## src/rtl/endian_sel.sv

```systemverilog
`timescale 1ns/1ps
module endian_sel #(
  parameter int AW     = 32,
  parameter int DEPTH  = 4,
  parameter int EN_BIT = 8
) (
  input  logic          clk,
  input  logic          rst_n,
  input  logic          cfg_we,
  input  logic [31:0]   cfg_wdata,
  input  logic          req_valid,
  input  logic          req_write,
  input  logic [AW-1:0] req_addr,
  input  logic [1:0]    req_size,
  input  logic [31:0]   req_wdata,
  input  logic          req_page_attr,
  output logic          bus_valid,
  output logic          bus_write,
  output logic [AW-1:0] bus_addr,
  output logic [1:0]    bus_size,
  output logic [31:0]   bus_wdata,
  input  logic          bus_rvalid,
  input  logic [31:0]   bus_rdata,
  output logic          rsp_valid,
  output logic [31:0]   rsp_rdata
);
  localparam int PW = (DEPTH > 1) ? $clog2(DEPTH) : 1;
  localparam int CW = $clog2(DEPTH + 1);

  function automatic logic [31:0] rev_bytes(input logic [31:0] w);
    return {w[7:0], w[15:8], w[23:16], w[31:24]};
  endfunction

  logic swap_en_q;
  logic unused_cfg_bits;
  assign unused_cfg_bits = ^{cfg_wdata[31:EN_BIT+1], cfg_wdata[EN_BIT-1:0]};

  always_ff @(posedge clk) begin
    if (!rst_n)      swap_en_q <= 1'b0;
    else if (cfg_we) swap_en_q <= cfg_wdata[EN_BIT];
  end

  logic       word_mode;
  logic [1:0] lane_flip;
  assign word_mode = swap_en_q & req_page_attr;
  assign lane_flip = (req_size == 2'd0) ? 2'b11 :
                     (req_size == 2'd1) ? 2'b10 : 2'b00;

  assign bus_valid = req_valid;
  assign bus_write = req_write;
  assign bus_size  = req_size;
  assign bus_addr  = word_mode ? req_addr : {req_addr[AW-1:2], req_addr[1:0] ^ lane_flip};
  assign bus_wdata = word_mode ? rev_bytes(req_wdata) : req_wdata;

  logic [DEPTH-1:0] mode_q;
  logic [PW-1:0]    wr_ptr, rd_ptr;
  logic [CW-1:0]    count;
  logic             push, pop;

  assign push = req_valid & ~req_write;
  assign pop  = bus_rvalid;

  function automatic logic [PW-1:0] bump(input logic [PW-1:0] p);
    return (p == PW'(DEPTH - 1)) ? '0 : p + 1'b1;
  endfunction

  always_ff @(posedge clk) begin
    if (!rst_n) begin
      wr_ptr <= '0;
      rd_ptr <= '0;
      count  <= '0;
      mode_q <= '0;
    end else begin
      if (push) begin
        mode_q[wr_ptr] <= word_mode;
        wr_ptr         <= bump(wr_ptr);
      end
      if (pop) rd_ptr <= bump(rd_ptr);
      if (push && !pop)      count <= count + 1'b1;
      else if (pop && !push) count <= count - 1'b1;
    end
  end

  assign rsp_valid = bus_rvalid;
  assign rsp_rdata = mode_q[rd_ptr] ? rev_bytes(bus_rdata) : bus_rdata;

  assert_reset_off_R1: assert property (@(posedge clk) !rst_n |=> !swap_en_q);
  assert_cfg_next_cycle_R7: assert property (@(posedge clk) disable iff (!rst_n)
    cfg_we |=> swap_en_q == $past(cfg_wdata[EN_BIT]));
  assert_hold_enable_R6: assert property (@(posedge clk) disable iff (!rst_n)
    !cfg_we |=> $stable(swap_en_q));
  assert_upper_addr_R10: assert property (@(posedge clk) disable iff (!rst_n)
    req_valid |-> bus_addr[AW-1:2] == req_addr[AW-1:2]);
  assert_off_passes_data_R2: assert property (@(posedge clk) disable iff (!rst_n)
    (req_valid && !swap_en_q) |-> bus_wdata == req_wdata);
  assert_no_overflow_R9: assert property (@(posedge clk) disable iff (!rst_n)
    push |-> (count != CW'(DEPTH) || pop));
  assert_no_underflow_R8: assert property (@(posedge clk) disable iff (!rst_n)
    bus_rvalid |-> count != '0);
endmodule

```

## config.mk

```make
export PLATFORM = sky130hd
export DESIGN_NAME = endian_sel
export DESIGN_NICKNAME = d
export VERILOG_FILES = /design/src/rtl/endian_sel.sv
export SDC_FILE = /design/constraint.sdc
export NUM_CORES = 1
export LEC_CHECK = 0
export ABC_CLOCK_PERIOD_IN_PS = 3100
export CORE_MARGIN = 10
export CORE_UTILIZATION = 27
export DETAILED_ROUTE_END_ITERATION = 8
export GPL_ROUTABILITY_DRIVEN = 0
export PLACE_DENSITY = 0.89
export REMOVE_ABC_BUFFERS = 1
export SYNTH_ARGS = -nofsm -noshare
export SYNTH_HDL_FRONTEND = slang
export SYNTH_SLANG_ARGS = --single-unit
```

## constraint.sdc

```tcl
create_clock -name clk -period 3.1 [get_ports clk]
set_input_delay 0.31 -clock clk [delete_from_list [all_inputs] [get_ports clk]]
set_output_delay 0.31 -clock clk [all_outputs]
set_load 0.01 [all_outputs]
```

# Yosys cells after proc, flatten, opt, wreduce, memory -nomap -nowiden
# Cells that the tools add are included.
[classes]
add_sub_neg = 2
magnitude_cmp = 3
eq_ne = 3
muxes = 12
n_bitwise = 4
reduce_logical = 2
[ops]
columns = ["operator", "n"]
rows = [
  ["$mux W32", 2],
  ["$mux W2", 5],
  ["$lt A2 B3 Y1 const B", 2],
  ["$add A2 B1 Y2 const B", 2],
  ["$bwmux W4", 1],
  ["$eq A2 B2 Y1 const B", 2],
  ["$and A1 B1 Y1", 2],
  ["$bmux W1 S2", 1],
  ["$demux W1 S2", 1],
  ["$eq A2 B1 Y1 const B", 1],
  ["$ge A2 B1 Y1 const B", 1],
  ["$logic_not A2 Y1", 1],
  ["$mux W1", 2],
  ["$xor A2 B2 Y2", 1],
  ["$logic_and A1 B1 Y1", 1],
  ["$not A1 Y1", 1],
]
[totals]
reg_bits = 9
word_cells = 30

# Logic depth before layout (Yosys ltp)
# Gate-level depths: netlist of run 1.
[logic_depth]
word_depth = 5
mapped_depth = 5

# Worst setup path before layout of run 1
# No wires, ideal clock.
[synth_path]
kind = "register to output"
start = "register rd_ptr[0]"
end = "output port rsp_rdata[10]"
arrival_time_ns = 1.270
required_time_ns = 2.790
path_slack_ns = 1.520
path_stages_with_launch = 5
cell_sequence = "dfxtp_1 mux2i_1 mux2_4 buf_12 mux2_4"
[synth_via]
elab_chain_len = 3
[synth_rtl]
columns = ["element", "line_no", "rtl"]
rows = [
  ["from (decl)", "56", "logic [PW-1:0] wr_ptr, rd_ptr;"],
  ["from (signal assigned)", "78", "if (pop) rd_ptr <= bump(rd_ptr);"],
  ["$bmux W1 S2", "85", "assign rsp_rdata = mode_q[rd_ptr] ? rev_bytes(bus_rdata) : bus_rdata;"],
  ["$mux W1 (not written as such)", "85", ""],
  ["$mux W32", "85", ""],
  ["to (decl)", "25", "output logic [31:0] rsp_rdata"],
]
# Every way passes these cells. The select of a mux whose other input is x is not followed.

# Final worst setup path of run 1
[layout_path]
start = "register rd_ptr[0]"
end = "output port rsp_rdata[0]"
# The elaborated chain is that of the path after synthesis.

==> flow_summary.toml, run 1 <==
[hold_path]
min_path_type = "register to register"

[cts]
cts_root_buf = "clkbuf_8"
clock_sinks = 9
cts_tree = "done"
clock_latency_ns = 0.23
numCtsBuffers = 3
path_clk_slew_ns = 0.05
cts_hold_buf = 0
htreeDepth = 1
cts_resized = 0
post-cts-setup-buffers = 0
clk_path_buf_depth = 2

[yosys]
synth_xor_area_share_pct = 1.04
yosysWarnings = 0
syn_area_per_cell_um2 = 7.54
synth-simple-area-share_pct = 26.5
synth_top_family_by_area = "multiplexers"
synth.mux.area_fraction_pct = 33.0
synth_cells = 224
synth_compound_area_share_pct = 3.70
ys_async_sr_fraction_pct = 0
yosys_register_bits = 9
synth_seq_area_share_pct = 10.7
ys.flop_type = "dfxtp_1"
synth_fa_ha_area_share_pct = 3.70
syn_area_mm2 = 0.00169
synth_edf_count = 0
ys_types = 21

[final_layout]
final_nets = 474
design_area_mm2 = 0.00296
syn2layout_area_growth_pct = 75.2
fin_cells = 406
fillers = 547
drive_above_1_share_pct = 12.1
diodes = 0

[sta]
worst_slack_ns = 0.496
fmax_ghz = 0.384
setup_tns_ns = 0
finalHoldViolations = 0
finalMaxSlewViolations = 0
setup_viol = 0
rsz0062_at_grt = "false"
tightest_slew_ns = 0.627
fin_crit_sh_pct = 84.0
skew_ns = 0.00260
slew_headroom_pct = 58.1
timing.final.crit_period_ns = 2.60

[route]
drt_iter0_markers = 45
drc = 0
num_vias = 1846
dr.pass1.iters = 4
wirelength_mm = 7.98
drt-vias-per-instance = 4.55
wl_per_cell_um = 19.7
ant_nets = 0

[flow_run]
maxCapViolCount = 0

[floorplanning]
rows = 28
die-area_mm2 = 0.00982
start_util_pct = 28.2
core-area_mm2 = 0.00599
die_y_um = 99.1
io_pins = 238
die_width_um = 99.1

[power]
power.density_mw_per_mm2 = 216
power.total_w = 0.000638
ir_drop_v = 0.000101
leakagePower_nw = 1.40

[place]
pre_cts_ws_ns = 0.710
dp_cells = 402
port_buffers = 146
dpl.hpwl_mm = 7.10
place_area_mm2 = 0.00291

[worst_setup_path]
cp_max_fo = 32
crit_arrival_ns = 2.29
critical_path_class = "register to output port"
startpoint_type = "register"
required_ns = 2.79
endpoint_kind = "output port"

[global_route]
grt_pass1_vias = 1843
antenna_found_initial = 0
grt_max_degree = 33
grt_pass1_wl_mm = 11.5
grt_remaining_overflow = 0
track_usage_pct = 15.0

[run_status]
outcome = "finished clean"
final timing paths:
path	from	endpoint	slack, ns	depth (start not counted)
max	rd_ptr[0]	rsp_rdata[0]	0.50	4
min	swap_en_q	swap_en_q	0.54	2
max reg2reg	swap_en_q	mode_q[2]	1.84	4
min reg2reg	swap_en_q	swap_en_q	0.54	2
cells in the mapped netlist, types with 3 or more instances:
library cell / instances / share of area [%]
nand2_1: 97 / 22
buf_4: 35 / 16
mux2_4: 31 / 28
dfxtp_1: 9 / 11
mux2i_1: 7 / 4.1
nor2b_1: 6 / 2.2
clkbuf_1: 5 / 1.1
ha_1: 5 / 3.7
a21boi_0: 4 / 1.8
and3_1: 3 / 1.1
buf_1: 3 / 0.67
buf_12: 3 / 3.6
nor2_1: 3 / 0.67
o21a_1: 3 / 1.3
metal layers:
metal / vias to the layer above / share of wire, % / GRT usage, %
met5: - / 0.66 / 4.62
met4: 2 / 0.36 / 1.65
met3: 6 / 18 / 12.7
met2: 127 / 40 / 20.8
met1: 815 / 41 / 17.4
li1: 896 / - / -
report_power, final:
group / internal [W] / switching (W) / leakage, nW
sequential: 0.000121 / 0.00000538 / 0.0734
combinational: 0.000243 / 0.000133 / 1.30
clock: 0.0000896 / 0.0000464 / 0.0228
total: 0.000454 / 0.000184 / 1.40
sequential cells by signal, indices dropped and copies added (netlist names):
register   count
mode_q         4
rd_ptr         2
wr_ptr         2
swap_en_q      1
area by class of cell:
cell class / instances / area [um^2] / share of cell area, %
repair buffers: 149 / 1480 / 50.1
multi-input cells: 167 / 1150 / 38.8
flip-flops and latches: 9 / 180 / 6.09
well taps: 75 / 93.8 / 3.17
clock buffers: 4 / 45.0 / 1.52
inverters: 2 / 7.51 / 0.254
placed cells by master (no fill, tap or decap), drive strengths merged:
cell type / Yosys / routed
inv: 2 / 2
nor3: 1 / 1
and2: 1 / 1
nor2b: 6 / 6
ha: 5 / 5
nand3: 1 / 1
clkdlybuf4s50: 0 / 146
dfxtp: 9 / 9
and3: 3 / 3
mux2i: 7 / 7
a21boi: 4 / 4
o21a: 3 / 3
mux2: 33 / 33
buf: 41 / 3
a21bo: 1 / 1
xor2: 2 / 2
nand2: 97 / 97
nor2: 3 / 3
clkbuf: 5 / 4
per-stage QoR:
step	hold WS (ns)	utilization (%)
after floorplan	0.428	-
after global placement	0.527	48.6
after detailed placement	0.532	48.6
after CTS	0.540	49.4
after global routing	0.592	49.4
final	0.536	49.4
critical path: stages (launching register included):
cell,delay (ns)
dfxtp_1,0.42
mux2i_1,0.21
mux2_4,0.54
mux2_2,0.39
clkdlybuf4s50_1,0.49
cell families (layout without fill, tap and decap cells):
| logic type | count (synthesis) | after routing |
|---|---|---|
| and+or+nand+nor | 112 | 112 |
| muxes | 40 | 40 |
| xor gates and xnor gates | 2 | 2 |
| DFF | 9 | 9 |
| AOI/OAI and AO/OA | 8 | 8 |
| buffers and inverters | 48 | 155 |
| adders and majority gates | 5 | 5 |
Note: power is estimated with default switching activity, not from simulation.
==> inputs of run 2 (changes only) <==
Settings changed: ABC_CLOCK_PERIOD_IN_PS 3100 to 2550, CORE_UTILIZATION 27 to 25, PLACE_DENSITY 0.89 to 0.83.
Clock period 3.1 ns to 2.55 ns, I/O delays scaled along.
==> flow_summary.toml, run 2 (synthesis results as in run 1) <==
[power]
power_frac_comb_pct = 59.1
power.net_switching_w = 0.000225
switching_share_pct = 28.9
power.density_mw_per_mm2 = 259
ir_drop_v = 0.000117
leakagePower_nw = 1.41
internal_power_w = 0.000554
p_seq_share_pct = 19.7
p_clk_share_pct = 21.2

[sta]
rsz0062_at_grt = "false"
slew_headroom_pct = 51.5
fin_crit_sh_pct = 92.9
tightest_slew_ns = 0.726
setup_tns_ns = 0
timing.final.crit_period_ns = 2.37
finalMaxSlewViolations = 0
finalHoldViolations = 0
fmax_ghz = 0.422
skew_ns = 0.00262
setup_viol = 0

[global_route]
grt_max_degree = 35
antenna_found_initial = 0
grt_util_met2_pct = 21.5
grt_remaining_overflow = 0
top_usage_layer = "met2"
track_usage_pct = 13.7
globalRouteMet3Util_pct = 9.72
use_met1_pct = 15.0
grt_pass1_vias = 1881
grt_pass1_wl_mm = 10.8

[hold_path]
min_path_type = "primary input to output port"
hp-start = "req_addr[12]"

[route]
dr.pass1.iters = 5
wl_per_cell_um = 19.5
drt_iter0_markers = 51
num_vias = 1833
ant_nets = 0
drc = 0
wirelength_mm = 7.96
drt-vias-per-instance = 4.48

[final_layout]
final_nets = 475
drive_above_1_share_pct = 12.3
largest_register_ffs = 4
diodes = 0
final_cell_mix = "clkdlybuf4s50_1, nand2_1, mux2_4, dfxtp_1, mux2i_1"
final_common_cell = "clkdlybuf4s50_1"
top_regs = "mode_q: 4 flops, rd_ptr: 2 flops, wr_ptr: 2 flops"
syn2layout_area_growth_pct = 78.0
final_util_pct = 46.6
top_register = "mode_q"

[cts]
numCtsBuffers = 3
htreeDepth = 1
post-cts-setup-buffers = 0
cts_hold_buf = 0
cts_resized = 0
clk_path_buf_depth = 2
cts_root_buf = "clkbuf_8"
clock_sinks = 9
cts_tree = "done"
path_clk_slew_ns = 0.04
clock_latency_ns = 0.23

[worst_setup_path]
crit_chain = "mux2i_1, mux2_4, buf_12, mux2_2, clkdlybuf4s50_1"
crit_arrival_ns = 2.11
endpoint_kind = "output port"
critical_path_class = "register to output port"
reg2reg_from = "swap_en_q"
startpoint_type = "register"
critPathMaxStageDelay_ns = 0.48
required_ns = 2.30
cp_max_fo = 22
cp-startpoint = "rd_ptr[0]"
cp_slowest_cell = "clkdlybuf4s50_1"

[place]
port_buffers = 146
dpl.hpwl_mm = 7.08

[floorplanning]
rows = 29
core-area_mm2 = 0.00646
die_y_um = 102
die_width_um = 102
die-area_mm2 = 0.0104
start_util_pct = 26.2
io_pins = 238

[flow_run]
maxCapViolCount = 0

[run_status]
outcome = "finished clean"
-- run 2: worst paths after layout --
| path | to | slack, ns | depth (start not counted) |
|---|---|---|---|
| setup / recovery | rsp_rdata[0] | 0.18 | 5 |
| hold / removal | bus_addr[12] | 0.51 | 0 |
| setup reg to reg | mode_q[1] | 1.37 | 4 |
| hold reg to reg | swap_en_q | 0.53 | 2 |
-- run 2: area by class of cell --
cell class	count	area [um^2]
Sequential cell	9	180
Inverter	2	7.51
Multi-Input combinational cell	167	1150
Tap cell	77	96.3
Fill cell	604	3450
Clock buffer	4	45.0
Timing Repair Buffer	150	1530
-- run 2: routing by layer --
| layer | share of wire, % | vias up |
|---|---|---|
| met2 | 44 | 126 |
| met3 | 15 | 5 |
| met5 | 0.68 | - |
| met1 | 40 | 799 |
| li1 | - | 901 |
| met4 | 0.21 | 2 |
-- run 2: worst max-delay path: cells and delay by family (launching register included) --
kind | cells | cell delay [ns]
DFF | 1 | 0.41
muxes | 3 | 0.79
buffers and inverters | 2 | 0.68
-- run 2: power groups by stage --
stage | clock (W) | sequential [W] | combinational [W]
finish | 0.000165 | 0.000154 | 0.000460
global route | 0.000183 | 0.000154 | 0.000493
CTS | 0.000171 | 0.000154 | 0.000467
detailed placement | 0 | 0.000156 | 0.000465
global placement | 0 | 0.000156 | 0.000455
floorplan | 0 | 0.000155 | 0.000154
-- run 2: per-stage QoR --
stage	hold slack, ns	cells	total power, W	setup WS (ns)	instance area [um^2]
floorplan	0.373	178	0.000309	0.813	1340
global placement	0.510	405	0.000611	0.398	2960
detailed placement	0.510	405	0.000621	0.365	2960
CTS	0.510	409	0.000792	0.149	3010
global route	0.510	409	0.000831	0.0619	3010
finish	0.510	409	0.000779	0.181	3010
